### src/rtl/fer_pkg.sv
// Package: shared constants, state type and control-word builder for the
// flash erase/recovery sequencer.
// Assumes: 16-bit registers; control word layout is decoded by the flash
// module's register file, so field positions are fixed here.
package fer_pkg;

    localparam int unsigned DW = 16;

    // Register select codes on the register port
    localparam logic [1:0] REG_CTRL  = 2'd0;
    localparam logic [1:0] REG_WDATA = 2'd3;

    // Mode field values (control bits [2:1])
    localparam logic [1:0] MODE_NONE   = 2'b00;
    localparam logic [1:0] MODE_ERASE  = 2'b01;
    localparam logic [1:0] MODE_FWRITE = 2'b10;

    typedef enum logic [4:0] {
        S_IDLE,
        S_WAIT,
        S_EV_SET,
        S_E_RDC,
        S_E_RDA,
        S_E_CHK,
        S_E_STOP,
        S_E_WD,
        S_E_ARM,
        S_E_EXE,
        S_E_OFF,
        S_D_SET,
        S_D_RD,
        S_D_CHK,
        S_D_STOP,
        S_F_ARM,
        S_F_EXE,
        S_F_OFF,
        S_PASS,
        S_FAIL
    } seq_state_t;

    // Build a control word: [15:8] segments, [4] verify-1, [3] verify-0,
    // [2:1] mode, [0] execute
    function automatic logic [DW-1:0] ctrl_word(input logic [7:0] seg,
                                                input logic       v1,
                                                input logic       v0,
                                                input logic [1:0] mode,
                                                input logic       exe);
        return {seg, 3'b000, v1, v0, mode, exe};
    endfunction

endpackage

### src/rtl/fer_delay.sv
// Module: down-counting delay timer.
// Loading sets the count; it then decrements to zero and stays there.
// Assumes: load has priority; expired is high whenever the count is zero.
module fer_delay #(
    parameter int unsigned CW = 8
) (
    input  logic          clk,
    input  logic          rst_n,
    input  logic          load,
    input  logic [CW-1:0] load_val,
    output logic          expired
);

    logic [CW-1:0] cnt_q;

    // Count register: load, else decrement toward zero
    always_ff @(posedge clk) begin
        if (!rst_n)              cnt_q <= '0;
        else if (load)           cnt_q <= load_val;
        else if (cnt_q != '0)    cnt_q <= cnt_q - 1'b1;
    end

    assign expired = (cnt_q == '0);

    // A drained timer stays drained until reloaded (supports R2, R7 widths)
    p_hold_zero_r2: assert property (@(posedge clk) disable iff (!rst_n)
        (!load && cnt_q == '0) |=> (cnt_q == '0));

endmodule

### src/rtl/fer_pulse_ctr.sv
// Module: pulse counter with a fixed limit.
// Counts applied pulses since the last clear and flags when LIMIT is reached.
// Assumes: the caller never increments once at_limit is high.
module fer_pulse_ctr #(
    parameter int unsigned LIMIT = 1000
) (
    input  logic clk,
    input  logic rst_n,
    input  logic clr,
    input  logic inc,
    output logic at_limit
);

    localparam int unsigned W = $clog2(LIMIT + 1);

    logic [W-1:0] cnt_q;

    // Counter register: clear on start, step on each pulse
    always_ff @(posedge clk) begin
        if (!rst_n)      cnt_q <= '0;
        else if (clr)    cnt_q <= '0;
        else if (inc)    cnt_q <= cnt_q + 1'b1;
    end

    assign at_limit = (cnt_q >= W'(LIMIT));

    // Pulse count never passes the limit (R5 for erase, R8 for recovery)
    p_count_cap_r5: assert property (@(posedge clk) disable iff (!rst_n)
        cnt_q <= W'(LIMIT));

endmodule

### src/rtl/flash_erase_recover.sv
// Module: erase and over-erase recovery sequencer for one flash module.
// Verifies the range at the verify-1 margin with complement-first reads,
// applies erase pulses until all words read FFFFh, then checks a window at
// the inverse-erase margin and applies recovery pulses until it reads 0000h.
// Assumes: rd_data is valid the cycle after rd_en; register writes take
// effect at the clock edge they are issued on; WINDOW is a power of two.
module flash_erase_recover
    import fer_pkg::*;
#(
    parameter int unsigned AW              = 14,
    parameter int unsigned WINDOW          = 32,
    parameter int unsigned ERASE_PULSE_CYC = 1_400_000,
    parameter int unsigned FW_PULSE_CYC    = 20_000,
    parameter int unsigned SETTLE_CYC      = 2_000,
    parameter int unsigned MAX_ERASE       = 1000,
    parameter int unsigned MAX_FW          = 10000
) (
    input  logic          clk,
    input  logic          rst_n,
    input  logic          start,
    input  logic [7:0]    prot_mask,
    input  logic [AW-1:0] first_addr,
    input  logic [AW-1:0] last_addr,
    output logic          reg_we,
    output logic [1:0]    reg_sel,
    output logic [15:0]   reg_wdata,
    output logic          array_mode,
    output logic          rd_en,
    output logic [AW-1:0] rd_addr,
    input  logic [15:0]   rd_data,
    output logic          busy,
    output logic          done,
    output logic          error
);

    localparam int unsigned DLY1 = (ERASE_PULSE_CYC > FW_PULSE_CYC) ? ERASE_PULSE_CYC : FW_PULSE_CYC;
    localparam int unsigned DMAX = (DLY1 > SETTLE_CYC) ? DLY1 : SETTLE_CYC;
    localparam int unsigned CW   = $clog2(DMAX + 1);
    localparam int unsigned WIW  = (WINDOW > 1) ? $clog2(WINDOW) : 1;

    seq_state_t    state_q, state_d, ret_q, ret_d;
    logic [AW-1:0] cur_q, cur_d, first_q, last_q;
    logic [WIW-1:0] win_q, win_d;
    logic [7:0]    prot_q;
    logic          err_q;
    logic          t_load, t_exp;
    logic [CW-1:0] t_val;
    logic          e_inc, f_inc, cnt_clr, e_lim, f_lim;

    fer_delay #(.CW(CW)) u_delay (
        .clk(clk), .rst_n(rst_n), .load(t_load), .load_val(t_val), .expired(t_exp)
    );

    fer_pulse_ctr #(.LIMIT(MAX_ERASE)) u_erase_ctr (
        .clk(clk), .rst_n(rst_n), .clr(cnt_clr), .inc(e_inc), .at_limit(e_lim)
    );

    fer_pulse_ctr #(.LIMIT(MAX_FW)) u_fw_ctr (
        .clk(clk), .rst_n(rst_n), .clr(cnt_clr), .inc(f_inc), .at_limit(f_lim)
    );

    // Sequencer registers: state, return state, cursors, latched request, error
    always_ff @(posedge clk) begin
        if (!rst_n) begin
            state_q <= S_IDLE;
            ret_q   <= S_IDLE;
            cur_q   <= '0;
            win_q   <= '0;
            first_q <= '0;
            last_q  <= '0;
            prot_q  <= '0;
            err_q   <= 1'b0;
        end else begin
            state_q <= state_d;
            ret_q   <= ret_d;
            cur_q   <= cur_d;
            win_q   <= win_d;
            if (state_q == S_IDLE && start) begin
                first_q <= first_addr;
                last_q  <= last_addr;
                prot_q  <= prot_mask;
                err_q   <= 1'b0;
            end else if (state_d == S_FAIL && state_q != S_FAIL) begin
                err_q   <= 1'b1;
            end
        end
    end

    // Next-state and port decode for each step of the erase/recovery flow
    always_comb begin
        state_d   = state_q;
        ret_d     = ret_q;
        cur_d     = cur_q;
        win_d     = win_q;
        reg_we    = 1'b0;
        reg_sel   = REG_CTRL;
        reg_wdata = '0;
        rd_en     = 1'b0;
        rd_addr   = cur_q;
        t_load    = 1'b0;
        t_val     = '0;
        e_inc     = 1'b0;
        f_inc     = 1'b0;
        cnt_clr   = 1'b0;
        unique case (state_q)
            S_IDLE: if (start) begin
                cnt_clr = 1'b1;
                state_d = S_EV_SET;
            end
            S_WAIT: if (t_exp) state_d = ret_q;
            S_EV_SET: begin
                reg_we    = 1'b1;
                reg_wdata = ctrl_word(8'h00, 1'b1, 1'b0, MODE_NONE, 1'b0);
                t_load    = 1'b1;
                t_val     = CW'(SETTLE_CYC);
                cur_d     = first_q;
                ret_d     = S_E_RDC;
                state_d   = S_WAIT;
            end
            S_E_RDC: begin
                rd_en   = 1'b1;
                rd_addr = ~cur_q;
                state_d = S_E_RDA;
            end
            S_E_RDA: begin
                rd_en   = 1'b1;
                state_d = S_E_CHK;
            end
            S_E_CHK: begin
                if (rd_data != 16'hFFFF)   state_d = S_E_STOP;
                else if (cur_q == last_q)  state_d = S_D_SET;
                else begin
                    cur_d   = cur_q + 1'b1;
                    state_d = S_E_RDC;
                end
            end
            S_E_STOP: begin
                reg_we  = 1'b1;
                state_d = e_lim ? S_FAIL : S_E_WD;
            end
            S_E_WD: begin
                reg_we    = 1'b1;
                reg_sel   = REG_WDATA;
                reg_wdata = 16'hFFFF;
                state_d   = S_E_ARM;
            end
            S_E_ARM: begin
                reg_we    = 1'b1;
                reg_wdata = ctrl_word(prot_q, 1'b0, 1'b0, MODE_ERASE, 1'b0);
                state_d   = S_E_EXE;
            end
            S_E_EXE: begin
                reg_we    = 1'b1;
                reg_wdata = ctrl_word(prot_q, 1'b0, 1'b0, MODE_ERASE, 1'b1);
                t_load    = 1'b1;
                t_val     = CW'(ERASE_PULSE_CYC);
                e_inc     = 1'b1;
                ret_d     = S_E_OFF;
                state_d   = S_WAIT;
            end
            S_E_OFF: begin
                reg_we  = 1'b1;
                state_d = S_EV_SET;
            end
            S_D_SET: begin
                reg_we    = 1'b1;
                reg_wdata = ctrl_word(8'h00, 1'b1, 1'b1, MODE_NONE, 1'b0);
                t_load    = 1'b1;
                t_val     = CW'(SETTLE_CYC);
                win_d     = '0;
                ret_d     = S_D_RD;
                state_d   = S_WAIT;
            end
            S_D_RD: begin
                rd_en   = 1'b1;
                rd_addr = first_q + AW'(win_q);
                state_d = S_D_CHK;
            end
            S_D_CHK: begin
                if (rd_data != 16'h0000)              state_d = S_D_STOP;
                else if (win_q == WIW'(WINDOW - 1))   state_d = S_PASS;
                else begin
                    win_d   = win_q + 1'b1;
                    state_d = S_D_RD;
                end
            end
            S_D_STOP: begin
                reg_we  = 1'b1;
                state_d = f_lim ? S_FAIL : S_F_ARM;
            end
            S_F_ARM: begin
                reg_we    = 1'b1;
                reg_wdata = ctrl_word(8'hFF, 1'b0, 1'b0, MODE_FWRITE, 1'b0);
                state_d   = S_F_EXE;
            end
            S_F_EXE: begin
                reg_we    = 1'b1;
                reg_wdata = ctrl_word(8'hFF, 1'b0, 1'b0, MODE_FWRITE, 1'b1);
                t_load    = 1'b1;
                t_val     = CW'(FW_PULSE_CYC);
                f_inc     = 1'b1;
                ret_d     = S_F_OFF;
                state_d   = S_WAIT;
            end
            S_F_OFF: begin
                reg_we  = 1'b1;
                state_d = S_D_SET;
            end
            S_PASS, S_FAIL: begin
                reg_we  = 1'b1;
                state_d = S_IDLE;
            end
            default: state_d = S_IDLE;
        endcase
    end

    assign busy       = (state_q != S_IDLE);
    assign done       = (state_q == S_PASS) || (state_q == S_FAIL);
    assign error      = err_q;
    assign array_mode = (state_q == S_IDLE)  || (state_q == S_E_RDC) ||
                        (state_q == S_E_RDA) || (state_q == S_E_CHK) ||
                        (state_q == S_D_RD)  || (state_q == S_D_CHK);

    // an erase arm write is directly preceded by the FFFFh data load
    p_wdata_first_r2: assert property (@(posedge clk) disable iff (!rst_n)
        (reg_we && reg_sel == REG_CTRL && reg_wdata[2:1] == MODE_ERASE && !reg_wdata[0])
        |-> $past(reg_we && reg_sel == REG_WDATA && reg_wdata == 16'hFFFF));

    // an execute write repeats the previous write with bit 0 added
    p_arm_then_exe_r2: assert property (@(posedge clk) disable iff (!rst_n)
        (reg_we && reg_sel == REG_CTRL && reg_wdata[0])
        |-> ($past(reg_we) && $past(reg_sel) == REG_CTRL &&
             $past(reg_wdata) == {reg_wdata[15:1], 1'b0}));

    // recovery writes enable every segment
    p_seg_all_r7: assert property (@(posedge clk) disable iff (!rst_n)
        (reg_we && reg_sel == REG_CTRL && reg_wdata[2:1] == MODE_FWRITE)
        |-> (reg_wdata[15:8] == 8'hFF));

    // each compared verify read follows a read of the complemented address
    p_pair_r3: assert property (@(posedge clk) disable iff (!rst_n)
        (state_q == S_E_RDA) |-> ($past(rd_en) && $past(rd_addr) == ~rd_addr));

    // done lasts one cycle and the block is idle afterwards
    p_done_one_r9: assert property (@(posedge clk) disable iff (!rst_n)
        done |=> (!done && !busy));

    // a failure end carries the error flag
    p_fail_flag_r9: assert property (@(posedge clk) disable iff (!rst_n)
        (state_q == S_FAIL) |-> error);

    // register writes only in register mode, reads only in array mode
    p_mode_we_r10: assert property (@(posedge clk) disable iff (!rst_n)
        reg_we |-> !array_mode);
    p_mode_rd_r10: assert property (@(posedge clk) disable iff (!rst_n)
        rd_en |-> array_mode);

endmodule

### config.mk
export PLATFORM = sky130hd
export DESIGN_NAME = flash_erase_recover
export DESIGN_NICKNAME = d
export VERILOG_FILES = /design/src/rtl/fer_pkg.sv /design/src/rtl/fer_delay.sv /design/src/rtl/fer_pulse_ctr.sv /design/src/rtl/flash_erase_recover.sv
export SDC_FILE = /design/constraint.sdc
export NUM_CORES = 1
export LEC_CHECK = 0
export BUFFER_PORTS_ARGS = -buffer_cell sky130_fd_sc_hd__buf_2
export CAP_MARGIN = 20
export CORE_ASPECT_RATIO = 1.1
export CORE_MARGIN = 2
export CORE_UTILIZATION = 36
export DETAILED_ROUTE_END_ITERATION = 10
export HOLD_SLACK_MARGIN = 0.08
export PLACE_DENSITY = 0.56
export SYNTH_ARGS = -nofsm -noshare
export SYNTH_HDL_FRONTEND = slang
export SYNTH_SLANG_ARGS = --single-unit
export TNS_END_PERCENT = 10
### constraint.sdc
create_clock -name clk -period 3.2 [get_ports clk]
set_clock_uncertainty 0.15 [all_clocks]
set_input_delay 0.32 -clock clk [delete_from_list [all_inputs] [get_ports clk]]
set_output_delay 0.32 -clock clk [all_outputs]
set_load 0.01 [all_outputs]
* Word level (Yosys, flattened, before mapping) *
Index checks and enable logic that the tools add are counted.

word-level totals
  word-level logic and storage cells = 103
  bits in registers = 111
  output and inout port bits = 38
  input port bits = 55

cells by class
  add/sub/neg operators = 6
  bitwise operators = 2
  mux-type cells = 29
  equal/unequal tests = 28
  $lt $le $gt $ge = 2
  reductions and logical operators = 25

operators by type and width
  kind                                                                   number
  16-bit case mux with 7 select lines                                    1
  5-bit case mux with 15 select lines                                    1
  21-bit case mux with 3 select lines                                    1
  14-bit case mux with 2 select lines                                    2
  21-bit two-way mux                                                     2
  5-bit by 4-bit == test with 1-bit output (second input constant)       8
  5-bit two-way mux                                                      8
  5-bit == test (second input constant)                                  6
  14-bit by 1-bit adder with 14-bit output (second input constant)       2
  14-bit two-way mux                                                     2
  21-bit zero test                                                       1
  21-bit nonzero test                                                    1
  21-bit by 1-bit subtractor with 21-bit output (second input constant)  1
  5-bit by 3-bit == test with 1-bit output (second input constant)       4
  5-bit case mux with 4 select lines                                     1
  16-bit != test (second input constant)                                 1
  16-bit nonzero test                                                    1
  14-bit by 5-bit adder with 14-bit output                               1
  14-bit == test                                                         1
  14-bit >= comparator (second input constant)                           1
  14-bit inverter                                                        1
  13-bit OR reduction                                                    1
  10-bit by 1-bit adder with 10-bit output (second input constant)       1
  5-bit by 2-bit == test with 1-bit output (second input constant)       2
  20 further kinds                                                       41

* Longest topological paths before layout *
  word-level depth = 6
  gate-level depth with buffers = 10
  gate-level depth less buffers = 9

* By module *
From an unflattened synthesis, not the netlist that was laid out.

second synthesis, totals
  cell total of the unflattened synthesis = 863
  area total of the unflattened synthesis = 6,531.3 um2

modules (own cells, without submodules)
  module                        area an instance (um2)  cells an instance  sequential area each (um2)  times used
  flash_erase_recover           4,189.0                 588                1,321.3                     1
  fer_delay                     1,167.4                 140                420.4                       1
  fer_pulse_ctr at u_fw_ctr     699.4                   81                 280.3                       1
  fer_pulse_ctr at u_erase_ctr  475.5                   54                 200.2                       1

* Worst setup path before layout *
Ideal clock, no wire load.

  kind = register to output
  from = register win_q[0]
  to = output port rd_addr[12]
  buffers on the path = 0
  path slack = 0.637 ns
  required time = 2.730 ns
  stages on the path, launching flop included = 10
  arrival = 2.093 ns
  cells stage by stage = dfxtp_1 > ha_1 > fa_1 > a21o_1 > a21oi_1 > nor2b_1 > o2111a_1 > nand3_1 > xnor2_1 > a221o_1

between the ends
  cells in the longest elaborated chain, start to end = 2

ends and longest elaborated chain
  item                                      RTL line                    source
  start, declared                           flash_erase_recover.sv:43   logic [WIW-1:0] win_q, win_d;
  start signal, assigned                    flash_erase_recover.sv:77   win_q <= win_d;
  14-bit by 5-bit adder with 14-bit output  flash_erase_recover.sv:176  rd_addr = first_q + AW'(win_q);
  14-bit case mux with 2 select lines       flash_erase_recover.sv:105  unique case (state_q)
  end, declared                             flash_erase_recover.sv:29   output logic [AW-1:0] rd_addr,

No other way between the ends.

* Worst setup path after layout *
Ends and elaborated chain as after synthesis.

==> run_results.csv <==
group,metric,value,unit
status,status,"finished clean",
layout,area_growth_syn_to_layout,21.6,%
setup_path,r2r_cells,7,
pwr,p_int,2.67,mW
floorplanning,design.core.area,17000,um^2
sta,min_period_over_period,95.9,%
pwr,design_power_total,4.09,mW
detailed_routing,ant_nets,0,
sta,setup_violations,0,
hold_path,whs_endpoint,"first_q[1]$_SDFFE_PN0P_",
clocking,clock_latency,360,ps
floorplanning,die_w,130,um
hold_path,hold_depth,3,
detailed_routing,drt_iter0_drc,374,
detailed_routing,routed_wirelength,17300,um
floorplanning,start_util,36.8,%
placed_design,pre_cts_ws,374,ps
yosys,synth_area,6250,um^2
setup_path,r2r-start,"state_q[2]$_SDFF_PN0_",
floorplanning,num_rows,50,
floorplanning,die_h,142,um
setup_path,cp_cell_sequence,"ha_1, fa_2, a21o_1, a21oi_2, nor2b_1, o2111a_2, nand3_1, xnor2_1, a221o_1, buf_2",
pwr,p_switching,1.42,mW
setup_path,worst-setup-path-type,"flop to output pin",
yosys,synthArstFlopShare,0,%
setup_path,slowest_delay,370,ps
yosys,ys_ff_latch,111,
pwr,p_per_area,538,nW/um^2
detailed_routing,wl_per_cell,14.9,um
clocking,cts_root_buf,"clkbuf_16",
sta,fin_tns_setup,0,ps
floorplanning,num_io_pins,93,
hold_path,min_path_type,"input port to flop",
run,cap_violations,0,
clocking,clk_path_buf_depth,2,
placed_design,numPortBuffers,92,
yosys,synth_cell_types,58,
setup_path,reg2reg_to,"u_delay.cnt_q[5]$_SDFFE_PN0P_",
grt,antenna_found_initial,0,
setup_path,cp-end-kind,"output pin",
detailed_routing,firstDrtPassIters,5,
layout,diodes,0,
clocking,h-tree-depth,3,
clocking,cts_buffers,9,
layout,drive_gt1_share,16.1,%
yosys,synth_nets,884,
pwr,seqPwrFrac,42.7,%
yosys,synth-edff-count,0,
setup_path,reg2reg_slack,550,ps
setup_path,cpMaxStageDelayCell,"fa_2",
clocking,cts_sinks,111,
setup_path,crit_arrival,2600,ps
grt,grt_overflow_total,0,
detailed_routing,via_per_inst,5.10,
sta,maxSlewViolCount,0,
pwr,p_comb_share,30.9,%
floorplanning,die-area,18400,um^2
yosys,yosys_warnings,0,
sta,period_minus_slack,3070,ps
pwr,ir_drop,0.297,mV
clocking,cts_setup_buffers,0,
sta,hold_viol,0,
clocking,cts_tree,"done",
sta,fin_ws,130,ps
hold_path,hp-start,"first_addr[1]",
yosys,ys.flop_type,"dfxtp_1",
detailed_routing,drc_errors,0,
yosys,syn_inst,814,
sta,fmax,326,MHz
placed_design,gp_congestion,0.892,
placed_design,post-dp-hpwl,12600,um
sta,slew-limit-headroom,51.3,%
grt,grt_start_max_net_pins,38,
setup_path,critPathRequiredTime,2730,ps
setup_path,start_kind,"flop",
sta,hold_ws,92.5,ps
pwr,p_leak,3.26,nW
pwr,p_sw_share,34.6,%
grt,grt_use_total,18.9,%
pwr,clock_power_share,26.4,%
layout,nets,994,
sta,grt_setup_unrepaired,"false",
detailed_routing,dr_total_vias,5935,
yosys,seq_area_frac_synth,35.5,%
grt,grt_pass1_wl,27600,um
sta,worstMarginPinSlew,725,ps
clocking,path_clk_slew,70,ps
yosys,syn_area_per_cell,7.68,um^2
grt,grt_pass1_vias,5398,
setup_path,crit_fanout,5,
==> cells in the mapped netlist, types with 4 or more instances <==
library cell / number / share of area, %
a21boi_0: 39 / 4.7
nand3_1: 24 / 1.9
nand2_1: 148 / 8.9
nor3b_1: 7 / 0.84
a221o_1: 14 / 2.2
o21ai_0: 35 / 2.8
clkbuf_1: 41 / 2.5
nand4_1: 14 / 1.4
inv_1: 17 / 1.0
and3_1: 13 / 1.3
xnor2_1: 22 / 3.1
xor2_1: 40 / 5.6
a41oi_1: 4 / 0.56
and2_1: 10 / 1.0
nor3_1: 11 / 0.88
or4_1: 5 / 0.60
a31oi_1: 7 / 0.70
o21a_1: 4 / 0.48
ha_1: 14 / 2.8
o221a_2: 4 / 0.72
nor4_2: 5 / 1.0
nand2b_1: 5 / 0.50
nor2b_1: 7 / 0.70
nand3b_1: 6 / 0.72
a21oi_1: 46 / 3.7
nor2_1: 93 / 5.6
dfxtp_1: 111 / 36
or3_1: 11 / 1.1
nor4_1: 12 / 1.2
==> what timing repair did <==
item,CTS,global route
setup endpoints to repair,2,7
hold endpoints to repair,34,0
hold buffers,34,0
resized for setup,1,4
==> layer usage <==
| metal | global-route usage (%) | share of wire [%] | vias to the layer above |
|---|---|---|---|
| li1 | - | - | 3041 |
| met1 | 23.0 | 44 | 2752 |
| met2 | 33.4 | 51 | 116 |
| met3 | 3.57 | 2.9 | 26 |
| met4 | 6.00 | 2.2 | 0 |
| met5 | 0 | 0 | - |
==> power by group through the flow <==
stage / Sequential (mW) / Clock, mW / Combinational, mW
3_3_place_gp: 1.78 / 0 / 1.23
3_5_place_dp: 1.77 / 0 / 1.23
2_1_floorplan: 1.70 / 0 / 0.979
6_report: 1.75 / 1.08 / 1.26
5_1_grt: 1.77 / 1.16 / 1.43
4_1_cts: 1.74 / 1.11 / 1.27
==> kinds of logic after synthesis <==
family / after synthesis / synth area share [%]
AOI/OAI and AO/OA: 178 / 19.2
xor gates and xnor gates: 62 / 8.68
adders and majority gates: 15 / 3.12
buffers and inverters: 65 / 4.12
DFF: 111 / 35.5
muxes: 1 / 0.160
and+or+nand+nor: 382 / 29.2
==> cell type report <==
type,instances,area [um^2]
well taps,234,293
fillers,1797,9410
clock buffers,11,243
flip-flops and latches,111,2220
inverters,17,63.8
clock inverters,5,33.8
repair buffers,147,958
multi-input cells,638,3790
==> cells in the final DEF, fill, tap and decap left out, types with 17 or more instances in the layout <==
| cell type | n |
|---|---|
| nor2_1 | 93 |
| buf_4 | 21 |
| nand3_1 | 24 |
| dlygate4sd3_1 | 34 |
| xnor2_1 | 22 |
| a21boi_0 | 39 |
| dfxtp_1 | 110 |
| inv_1 | 17 |
| xor2_1 | 40 |
| buf_2 | 92 |
| a21oi_1 | 44 |
| o21ai_0 | 35 |
| nand2_1 | 148 |
==> through the flow <==
stage | instance area (um^2) | utilization, % | cells
after floorplan | 6250 | - | 814
after global placement | 6970 | 41.0 | 1112
after detailed placement | 6980 | 41.0 | 1113
after CTS | 7600 | 44.7 | 1163
after global routing | 7610 | 44.7 | 1163
final | 7610 | 44.7 | 1163
==> state kept, by name (all words and copies together), names as in the netlist <==
name / cells
u_delay.cnt_q: 21
error: 1
first_q: 14
cur_q: 14
ret_q: 5
win_q: 5
last_q: 14
u_fw_ctr.cnt_q: 14
state_q: 5
u_erase_ctr.cnt_q: 10
prot_q: 8
==> worst max-delay path, delay by kind of cell (launching register included) <==
| kind | cells | cell delay, ps |
|---|---|---|
| simple gates | 2 | 180 |
| fa+ha+maj | 2 | 600 |
| buf+inv | 1 | 140 |
| flops | 1 | 350 |
| xor+xnor | 1 | 70 |
| compound gates | 4 | 920 |
==> worst max path at each step <==
stage,cells past startpoint,slack [ps],startpoint,end
6_report,10,130,win_q[0]$_SDFFE_PN0P_,rd_addr[12]
5_1_grt,10,10,win_q[0]$_SDFFE_PN0P_,rd_addr[12]
4_1_cts,9,4,win_q[1]$_SDFFE_PN0P_,rd_addr[11]
3_5_place_dp,10,370,win_q[0]$_SDFFE_PN0P_,rd_addr[12]
3_3_place_gp,10,420,win_q[0]$_SDFFE_PN0P_,rd_addr[10]
2_1_floorplan,9,640,win_q[0]$_SDFFE_PN0P_,rd_addr[12]
Note: power is estimated with default switching activity, not from simulation.
